[src/rtl/clkm_pkg.sv]
package clkm_pkg;

  localparam int SEG_W    = 7;
  localparam int SCAN_POS = 8;
  localparam int SCAN_W   = $clog2(SCAN_POS);
  localparam int FIELD_W  = 8;
  localparam int TIME_W   = 3 * FIELD_W;

  // Nibble code that selects the separator glyph
  localparam logic [3:0] NIB_DASH = 4'd10;

  typedef logic [FIELD_W-1:0] bcd_pair_t;

  typedef struct packed {
    bcd_pair_t hr;
    bcd_pair_t mn;
    bcd_pair_t sc;
  } clk_time_t;

  // Segment order g f e d c b a, active high
  function automatic logic [SEG_W-1:0] glyph(input logic [3:0] nib);
    logic [SEG_W-1:0] pat;
    case (nib)
      4'd0:    pat = 7'b0111111;
      4'd1:    pat = 7'b0000110;
      4'd2:    pat = 7'b1011011;
      4'd3:    pat = 7'b1001111;
      4'd4:    pat = 7'b1100110;
      4'd5:    pat = 7'b1101101;
      4'd6:    pat = 7'b1111101;
      4'd7:    pat = 7'b0000111;
      4'd8:    pat = 7'b1111111;
      4'd9:    pat = 7'b1101111;
      NIB_DASH: pat = 7'b1000000;
      default: pat = 7'b0000000;
    endcase
    return pat;
  endfunction

endpackage

[src/rtl/clkm_prescaler.sv]
module clkm_prescaler #(
  parameter int DIV = 1000
) (
  input  logic clk,
  input  logic rst,
  output logic tick
);

  generate
    if (DIV <= 1) begin : g_bypass
      logic unused_inputs;
      assign unused_inputs = clk ^ rst;
      assign tick = 1'b1;
    end else begin : g_count
      localparam int CW = $clog2(DIV);
      localparam logic [CW-1:0] LAST = CW'(DIV - 1);
      logic [CW-1:0] cnt_q;

      always_ff @(posedge clk) begin
        if (rst) begin
          cnt_q <= '0;
        end else if (cnt_q == LAST) begin
          cnt_q <= '0;
        end else begin
          cnt_q <= cnt_q + CW'(1);
        end
      end

      assign tick = (cnt_q == LAST);
    end
  endgenerate

endmodule

[src/rtl/clkm_bcd_counter.sv]
module clkm_bcd_counter #(
  parameter int MODULUS = 60
) (
  input  logic       clk,
  input  logic       rst,
  input  logic       inc,
  output logic [7:0] bcd_o,
  output logic       at_last
);

  localparam logic [3:0] LAST_T = 4'((MODULUS - 1) / 10);
  localparam logic [3:0] LAST_U = 4'((MODULUS - 1) % 10);

  logic [3:0] tens_q;
  logic [3:0] units_q;

  assign at_last = (tens_q == LAST_T) && (units_q == LAST_U);

  always_ff @(posedge clk) begin
    if (rst) begin
      tens_q  <= '0;
      units_q <= '0;
    end else if (inc) begin
      if (at_last) begin
        tens_q  <= '0;
        units_q <= '0;
      end else if (units_q == 4'd9) begin
        units_q <= '0;
        tens_q  <= tens_q + 4'd1;
      end else begin
        units_q <= units_q + 4'd1;
      end
    end
  end

  assign bcd_o = {tens_q, units_q};

endmodule

[src/rtl/clkm_scan_driver.sv]
module clkm_scan_driver
  import clkm_pkg::*;
(
  input  logic              clk,
  input  logic              rst,
  input  logic              step,
  input  clk_time_t         now,
  output logic [SCAN_W-1:0] pos_o,
  output logic [SCAN_W-1:0] sel_o,
  output logic [SEG_W-1:0]  seg_o
);

  localparam logic [SCAN_W-1:0] POS_LAST = SCAN_W'(SCAN_POS - 1);

  logic [SCAN_W-1:0] pos_q;
  logic [3:0]        nib;

  always_ff @(posedge clk) begin
    if (rst) begin
      pos_q <= '0;
    end else if (step) begin
      pos_q <= (pos_q == POS_LAST) ? '0 : pos_q + SCAN_W'(1);
    end
  end

  // Position to digit source; positions 2 and 5 are separators
  always_comb begin
    case (pos_q)
      3'd0:    nib = now.sc[7:4];
      3'd1:    nib = now.sc[3:0];
      3'd3:    nib = now.hr[7:4];
      3'd4:    nib = now.hr[3:0];
      3'd6:    nib = now.mn[7:4];
      3'd7:    nib = now.mn[3:0];
      default: nib = NIB_DASH;
    endcase
  end

  always_ff @(posedge clk) begin
    if (rst) begin
      sel_o <= '0;
      seg_o <= glyph(4'd0);
    end else begin
      sel_o <= pos_q;
      seg_o <= glyph(nib);
    end
  end

  assign pos_o = pos_q;

endmodule

[src/rtl/mux_clock24.sv]
module mux_clock24
  import clkm_pkg::*;
#(
  parameter int DIV_CYCLES = 1000,
  parameter int SEC_MOD    = 60,
  parameter int MIN_MOD    = 60,
  parameter int HR_MOD     = 24
) (
  input  logic              clk,
  input  logic              rst,
  input  logic              scan_en,
  output logic [SEG_W-1:0]  seg_o,
  output logic [SCAN_W-1:0] sel_o,
  output logic [TIME_W-1:0] time_o
);

  logic              sec_tick;
  logic              sec_last;
  logic              min_last;
  logic              hr_last_unused;
  logic              min_inc;
  logic              hr_inc;
  bcd_pair_t         sec_bcd;
  bcd_pair_t         min_bcd;
  bcd_pair_t         hr_bcd;
  clk_time_t         now;
  logic [SCAN_W-1:0] scan_pos;

  clkm_prescaler #(.DIV(DIV_CYCLES)) u_pre (
    .clk  (clk),
    .rst  (rst),
    .tick (sec_tick)
  );

  assign min_inc = sec_tick & sec_last;
  assign hr_inc  = min_inc & min_last;

  clkm_bcd_counter #(.MODULUS(SEC_MOD)) u_sec (
    .clk     (clk),
    .rst     (rst),
    .inc     (sec_tick),
    .bcd_o   (sec_bcd),
    .at_last (sec_last)
  );

  clkm_bcd_counter #(.MODULUS(MIN_MOD)) u_min (
    .clk     (clk),
    .rst     (rst),
    .inc     (min_inc),
    .bcd_o   (min_bcd),
    .at_last (min_last)
  );

  clkm_bcd_counter #(.MODULUS(HR_MOD)) u_hr (
    .clk     (clk),
    .rst     (rst),
    .inc     (hr_inc),
    .bcd_o   (hr_bcd),
    .at_last (hr_last_unused)
  );

  assign now    = '{hr: hr_bcd, mn: min_bcd, sc: sec_bcd};
  assign time_o = now;

  clkm_scan_driver u_scan (
    .clk   (clk),
    .rst   (rst),
    .step  (scan_en),
    .now   (now),
    .pos_o (scan_pos),
    .sel_o (sel_o),
    .seg_o (seg_o)
  );

endmodule

[config.mk]
export PLATFORM = sky130hd
export DESIGN_NAME = mux_clock24
export DESIGN_NICKNAME = d
export VERILOG_FILES = /design/src/rtl/clkm_pkg.sv /design/src/rtl/clkm_prescaler.sv /design/src/rtl/clkm_bcd_counter.sv /design/src/rtl/clkm_scan_driver.sv /design/src/rtl/mux_clock24.sv
export SDC_FILE = /design/constraint.sdc
export NUM_CORES = 1
export LEC_CHECK = 0
export BUFFER_PORTS_ARGS = -buffer_cell sky130_fd_sc_hd__buf_2
export CAP_MARGIN = 20
export CELL_PAD_IN_SITES_DETAIL_PLACEMENT = 0
export CELL_PAD_IN_SITES_GLOBAL_PLACEMENT = 1
export CORE_MARGIN = 2
export CORE_UTILIZATION = 39
export CTS_BUF_LIST = sky130_fd_sc_hd__clkbuf_8 sky130_fd_sc_hd__clkbuf_16
export DETAILED_ROUTE_END_ITERATION = 8
export GPL_TIMING_DRIVEN = 0
export PLACE_DENSITY = 0.75
export REMOVE_ABC_BUFFERS = 1
export SETUP_SLACK_MARGIN = 0.02
export SYNTH_ARGS = -nofsm -noshare
export SYNTH_HDL_FRONTEND = slang
export SYNTH_HIERARCHICAL = 1
export SYNTH_SLANG_ARGS = --single-unit
[constraint.sdc]
create_clock -name clk -period 2.5 [get_ports clk]
set_input_delay 0.5 -clock clk [delete_from_list [all_inputs] [get_ports clk]]
set_output_delay 0.5 -clock clk [all_outputs]
set_load 0.01 [all_outputs]
# After elaboration in Yosys (flattened, before gate mapping)
# Memories as Yosys holds them, arrays and structs flattened. A register that Yosys moved wholly into a read port is not among the register bits.
# Index checks and enable logic that the tools add are counted.
[totals]
reg_bits = 40
rom_bits = 112
in_bits = 3
out_inout_bits = 34
n_memories = 1
[op_classes]
n_addsub = 8
n_eq_ne = 13
muxes = 14
bitwise_logic = 2
reduce_logical = 11
[mem_list]
columns = ["memory", "depth", "word_bits", "read_ports", "rd_ports_with_merged_regs", "wr", "line", "rtl"]
rows = [
  ["(name not given)", 16, 7, 1, 1, 0, "clkm_pkg.sv:23", "case (nib)"],
]
[ops]
columns = ["operator", "n"]
rows = [
  ["4-bit two-way mux", 12],
  ["4-bit by 1-bit adder with 4-bit output (second input constant)", 6],
  ["4-bit case mux with 6 select lines", 1],
  ["4-bit == test (second input constant)", 3],
  ["10-bit by 1-bit adder with 10-bit output (second input constant)", 1],
  ["10-bit == test (second input constant)", 1],
  ["3-bit == test (second input constant)", 3],
  ["4-bit by 2-bit == test with 1-bit output (second input constant)", 2],
  ["4-bit by 3-bit == test with 1-bit output (second input constant)", 2],
  ["2-bit AND reduction", 3],
  ["2-bit nonzero test", 3],
  ["3-bit by 1-bit adder with 3-bit output (second input constant)", 1],
  ["3-bit by 1-bit == test with 1-bit output (second input constant)", 1],
  ["3-bit by 2-bit == test with 1-bit output (second input constant)", 1],
  ["1-bit logical AND", 3],
  ["3-bit zero test", 1],
  ["3-bit two-way mux", 1],
  ["1-bit AND", 2],
  ["2-bit OR reduction", 1],
]

# Depth between registers and ports, before layout
[depth]
ltp_word = 5
mapped_depth = 10

# By module
# The synthesis kept the hierarchy.
[modules_own_cells]
columns = ["mod", "n_inst", "cells_each", "area_per_inst_um2", "seq_area_each_um2"]
rows = [
  ["clkm_bcd_counter at u_min ...", 2, 50, 446.7, 160.2],
  ["clkm_scan_driver", 1, 92, 828.3, 260.2],
  ["clkm_prescaler", 1, 56, 490.5, 200.2],
  ["clkm_bcd_counter at u_hr", 1, 49, 457.9, 160.2],
  ["mux_clock24", 1, 2, 12.5, 0.0],
]

# Worst setup path after synthesis
# No wires, ideal clock.
[synth_path]
path_kind = "flip-flop to flip-flop"
from = "reg u_pre.g_count.cnt_q[0]"
to = "reg u_min.tens_q[3]"
setup_time_ns = 0.070
t_arrival_ns = 2.430
slack_ns = 0.000
path_stages_with_launch = 8
period_less_slack_ns = 2.500
cell_sequence = "dfxtp_1 ha_1 nand4bb_1 nor3_1 and2_1 nand4b_4 or4_1 a21oi_1"
[synth_via]
elab_chain_cells = 3
[synth_rtl]
columns = ["element", "line", "rtl"]
rows = [
  ["start: declaration", "clkm_prescaler.sv:17", "logic [CW-1:0] cnt_q;"],
  ["start signal: assignment", "clkm_prescaler.sv:25", "cnt_q <= cnt_q + CW'(1);"],
  ["10-bit == test", "clkm_prescaler.sv:29", "assign tick = (cnt_q == LAST);"],
  ["named net sec_tick", "mux_clock24.sv:17", "logic sec_tick;"],
  ["1-bit AND", "mux_clock24.sv:35", "assign min_inc = sec_tick & sec_last;"],
  ["named net min_inc", "mux_clock24.sv:21", "logic min_inc;"],
  ["2-bit AND reduction (no line)", "-", ""],
  ["end signal: assignment", "clkm_bcd_counter.sv:29", "tens_q <= tens_q + 4'd1;"],
  ["end: declaration", "clkm_bcd_counter.sv:14", "logic [3:0] tens_q;"],
]
# The timed path passes the listed nets, and every way through them passes these cells.
# A chain may end at the register's enable or synchronous reset.

# Worst setup path after layout
[layout_path]
from = "reg u_pre.g_count.cnt_q[0]"
to = "reg u_hr.tens_q[3]"
[layout_via]
elab_chain_cells = 4
[layout_rtl]
columns = ["element", "line", "rtl"]
rows = [
  ["10-bit == test", "clkm_prescaler.sv:29", ""],
  ["named net sec_tick", "mux_clock24.sv:17", ""],
  ["1-bit AND", "mux_clock24.sv:35", ""],
  ["1-bit AND", "mux_clock24.sv:36", "assign hr_inc = min_inc & min_last;"],
  ["named net hr_inc", "mux_clock24.sv:22", "logic hr_inc;"],
  ["2-bit AND reduction (no line)", "-", ""],
  ["end signal: assignment", "clkm_bcd_counter.sv:29", ""],
  ["end: declaration", "clkm_bcd_counter.sv:14", ""],
]
# The timed path passes the listed nets, and every way through them passes these cells.

==> results_dict.tcl <==
set metrics [dict create \
    async_flop_share 0 \
    grt.total_usage 0.162 \
    period_needed_ps 2310 \
    post_synth_most_frequent_cells "dfxtp_1 (47), ha_1 (25), nand2_1 (23), a21oi_1 (21), inv_1 (17)" \
    cts_tree "built" \
    cts_root_buffer "clkbuf_8" \
    fin_total_pwr_mw 1.57 \
    final_clock_period_utilization_by_the_worst_path 0.923 \
    timing_max_transition_violations_final 0 \
    synth.yosys.seq_area_share 0.351 \
    ioPinCount 37 \
    grt_remaining_overflow 0 \
    worst-endpoint-arrival_ps 2540 \
    cts.htree.levels 2 \
    fp.coreArea_mm2 0.00672 \
    grt_use_met3 0.0351 \
    route.detailed.wl_per_inst_um 14.1 \
    syn-mean-instance-area_um2 8.97 \
    power.density_mw_per_mm2 505 \
    effective_utilization_at_floorplan 0.399 \
    synth_edf_count 0 \
    num_rows 30 \
    report.final.hold_viol_count 0 \
    largest_net_degree_at_the_start_of_global_routing 47 \
    synth.ff_latch_count 47 \
    grt_setup_unrepaired "no" \
    type_of_element_capturing_the_critical_path "register" \
    postSynth.topFlopCell "dfxtp_1" \
    yosysWarningCount 6 \
    cts_hold_buf 0 \
    cts.clk_slew.worst_paths_ps 90 \
    antenna_found_initial 0 \
    timing.critical_path.required_ps 2740 \
    grt_pass1_vias 1995 \
    total_number_of_clock_tree_sinks 47 \
    viasPerCell 5.47 \
    fp.dieW_um 86.9 \
    remaining_drc_errors 0 \
    place_area_mm2 0.00292 \
    tns_ps 0 \
    nFillCells 689 \
    synth_top_area_frac 0.351 \
    drv_cap 0 \
    grt_first_pass_wirelength_mm 9.87 \
    stdcell_area_mm2 0.00311 \
    worst_skew_pair.late_latency_ps 300 \
    netlist_instances 299 \
    hold_class "input pin to register" \
    hpwlAfterDp_mm 4.09 \
    timing.setup.critical_path_class "register to register" \
    number_of_nets_with_antenna_violations_after_routing 0 \
    outcome "complete, no violations" \
    die_height_um 86.9 \
    numCtsBuffers 5 \
    synth.distinct_cells 61 \
    post_synth_main_area_contributors "dfxtp_1 (35%), ha_1 (12%), a21oi_1 (3.9%)" \
    dr.pass1.iters 5 \
    synth_area_leader_cell "dfxtp_1" \
    antenna_cells 0 \
    clk_path_buf_depth 2 \
    final.hold.worst_slack_ps 437 \
    timing.clock.skew_ps 6.86 \
    route.vias.total 2309 \
    gpl.final_weighted_congestion 0.794 \
    startpoint_type "register" \
    busiest_layer_in_global_routing "met2" \
    count_leader_synth "dfxtp_1" \
    worst-slew-pin-transition_ps 859 \
    synthesis.area_mm2 0.00268 \
    max_freq_ghz 0.434 \
    nNetsFinal 369 \
    crit_fanout 9 \
    maxSlewHeadroom 0.427 \
    numPortBuffers 36 \
    fp.dieArea_mm2 0.00756 \
    grt.met2_usage 0.243 \
    gr-usage-met1 0.236 \
    setup_viol_count_final 0 \
    detail_route.wirelength_mm 5.94 \
    p_leak_nw 1.29 \
    final_layout_size_suffix_gt1_frac 0.199 \
    detailedRoute.firstIterationViolations 130 \
    areaGrowthSynthToFinish_pct 15.8 \
    vdd_ir_drop_max_mv 0.190 \
]
power by group:
| part | switching [mW] | internal [mW] |
|---|---|---|
| Combinational | 0.103 | 0.0685 |
| Clock | 0.267 | 0.324 |
| Sequential | 0.0244 | 0.780 |
| Total | 0.395 | 1.17 |
placed cells by master (no fill, tap or decap), types with 2 or more instances in the layout:
cell type / instances
dfxtp_1: 46
buf_2: 36
ha_1: 25
nand2_1: 23
a21oi_1: 21
inv_1: 17
o21ai_0: 16
nor2_1: 15
nand3_1: 13
nand3b_1: 11
or3_1: 9
clkbuf_8: 6
a31oi_1: 6
o211ai_1: 5
buf_4: 5
a22o_1: 5
nand4_1: 4
o21ai_1: 4
nand2b_1: 4
and3b_1: 3
or4_1: 3
nor2b_1: 3
a22oi_1: 3
xor2_1: 2
nor3_1: 2
or4b_1: 2
o32ai_1: 2
nand4b_4: 2
and4b_1: 2
a21boi_0: 2
or3b_1: 2
or3b_2: 2
and3_1: 2
and2_1: 2
xnor2_1: 2
mux2i_1: 2
o21ai_2: 2
a21o_1: 2
o311ai_1: 2
kinds of logic after synthesis:
logic type                 synth area share
muxes                               0.00746
xor gates and xnor gates             0.0131
buffers and inverters                0.0396
and+or+nand+nor                       0.280
DFF                                   0.351
adders and majority gates             0.117
AOI/OAI and AO/OA                     0.192
through the flow:
stage,util,setup WS [ps],cells
after floorplan,-,-7.96,293
after global placement,0.435,-637,409
after detailed placement,0.435,-640,409
after CTS,0.455,54.1,418
after global routing,0.462,8.76,422
final,0.462,193,422
cell type report:
type,count,area [µm²],area share
clock inverters,2,35.0,0.0113
clock buffers,6,82.6,0.0266
multi-input cells,229,1660,0.536
repair buffers,41,218,0.0701
inverters,17,63.8,0.0205
well taps,80,100,0.0322
flip-flops and latches,47,942,0.303
path summary, 6_finish.rpt:
check                           cells after the start  slack, ps                           endpoint                               from
worst max register to register                      7        190        u_hr/tens_q[3]$_SDFFE_PP0P_  u_pre/g_count.cnt_q[0]$_SDFF_PP0_
worst max-delay path                                7        190        u_hr/tens_q[3]$_SDFFE_PP0P_  u_pre/g_count.cnt_q[0]$_SDFF_PP0_
worst min register to register                      1        470  u_pre/g_count.cnt_q[0]$_SDFF_PP0_  u_pre/g_count.cnt_q[0]$_SDFF_PP0_
worst min-delay path                                2        440       u_scan/pos_o[2]$_SDFFE_PP0P_                            scan_en
registers in the layout, indices dropped and copies added, names as in the netlist:
signal	cells
u_sec/tens_q	4
u_hr/units_q	4
u_sec/units_q	4
u_min/tens_q	4
u_scan/pos_o	3
u_pre/g_count.cnt_q	10
u_scan/sel_o	3
u_hr/tens_q	4
u_scan/seg_o	7
u_min/units_q	4
worst max-delay path, stage by stage (launching register included):
cell and delay (ps):
dfxtp_1 370, ha_1 270, nand4bb_1 240, nor3_4 260, and3_4 290, nand4b_1 250, or3_1 420, a21oi_1 130
timing repair:
| action | 4_1_cts | 5_1_grt |
|---|---|---|
| hold endpoints to repair | 0 | 0 |
| pin swaps | 1 | 3 |
| setup buffers | 1 | 4 |
| gates resized for setup | 3 | 5 |
| endpoints found under the setup margin | 21 | 10 |
routing by layer:
layer  share of wire  vias to the layer above
met4          0.0096                        0
li1                -                     1202
met5               0                        -
met3           0.031                        5
met1            0.52                     1075
met2            0.44                       27
Power figures use the tool's default switching activity.
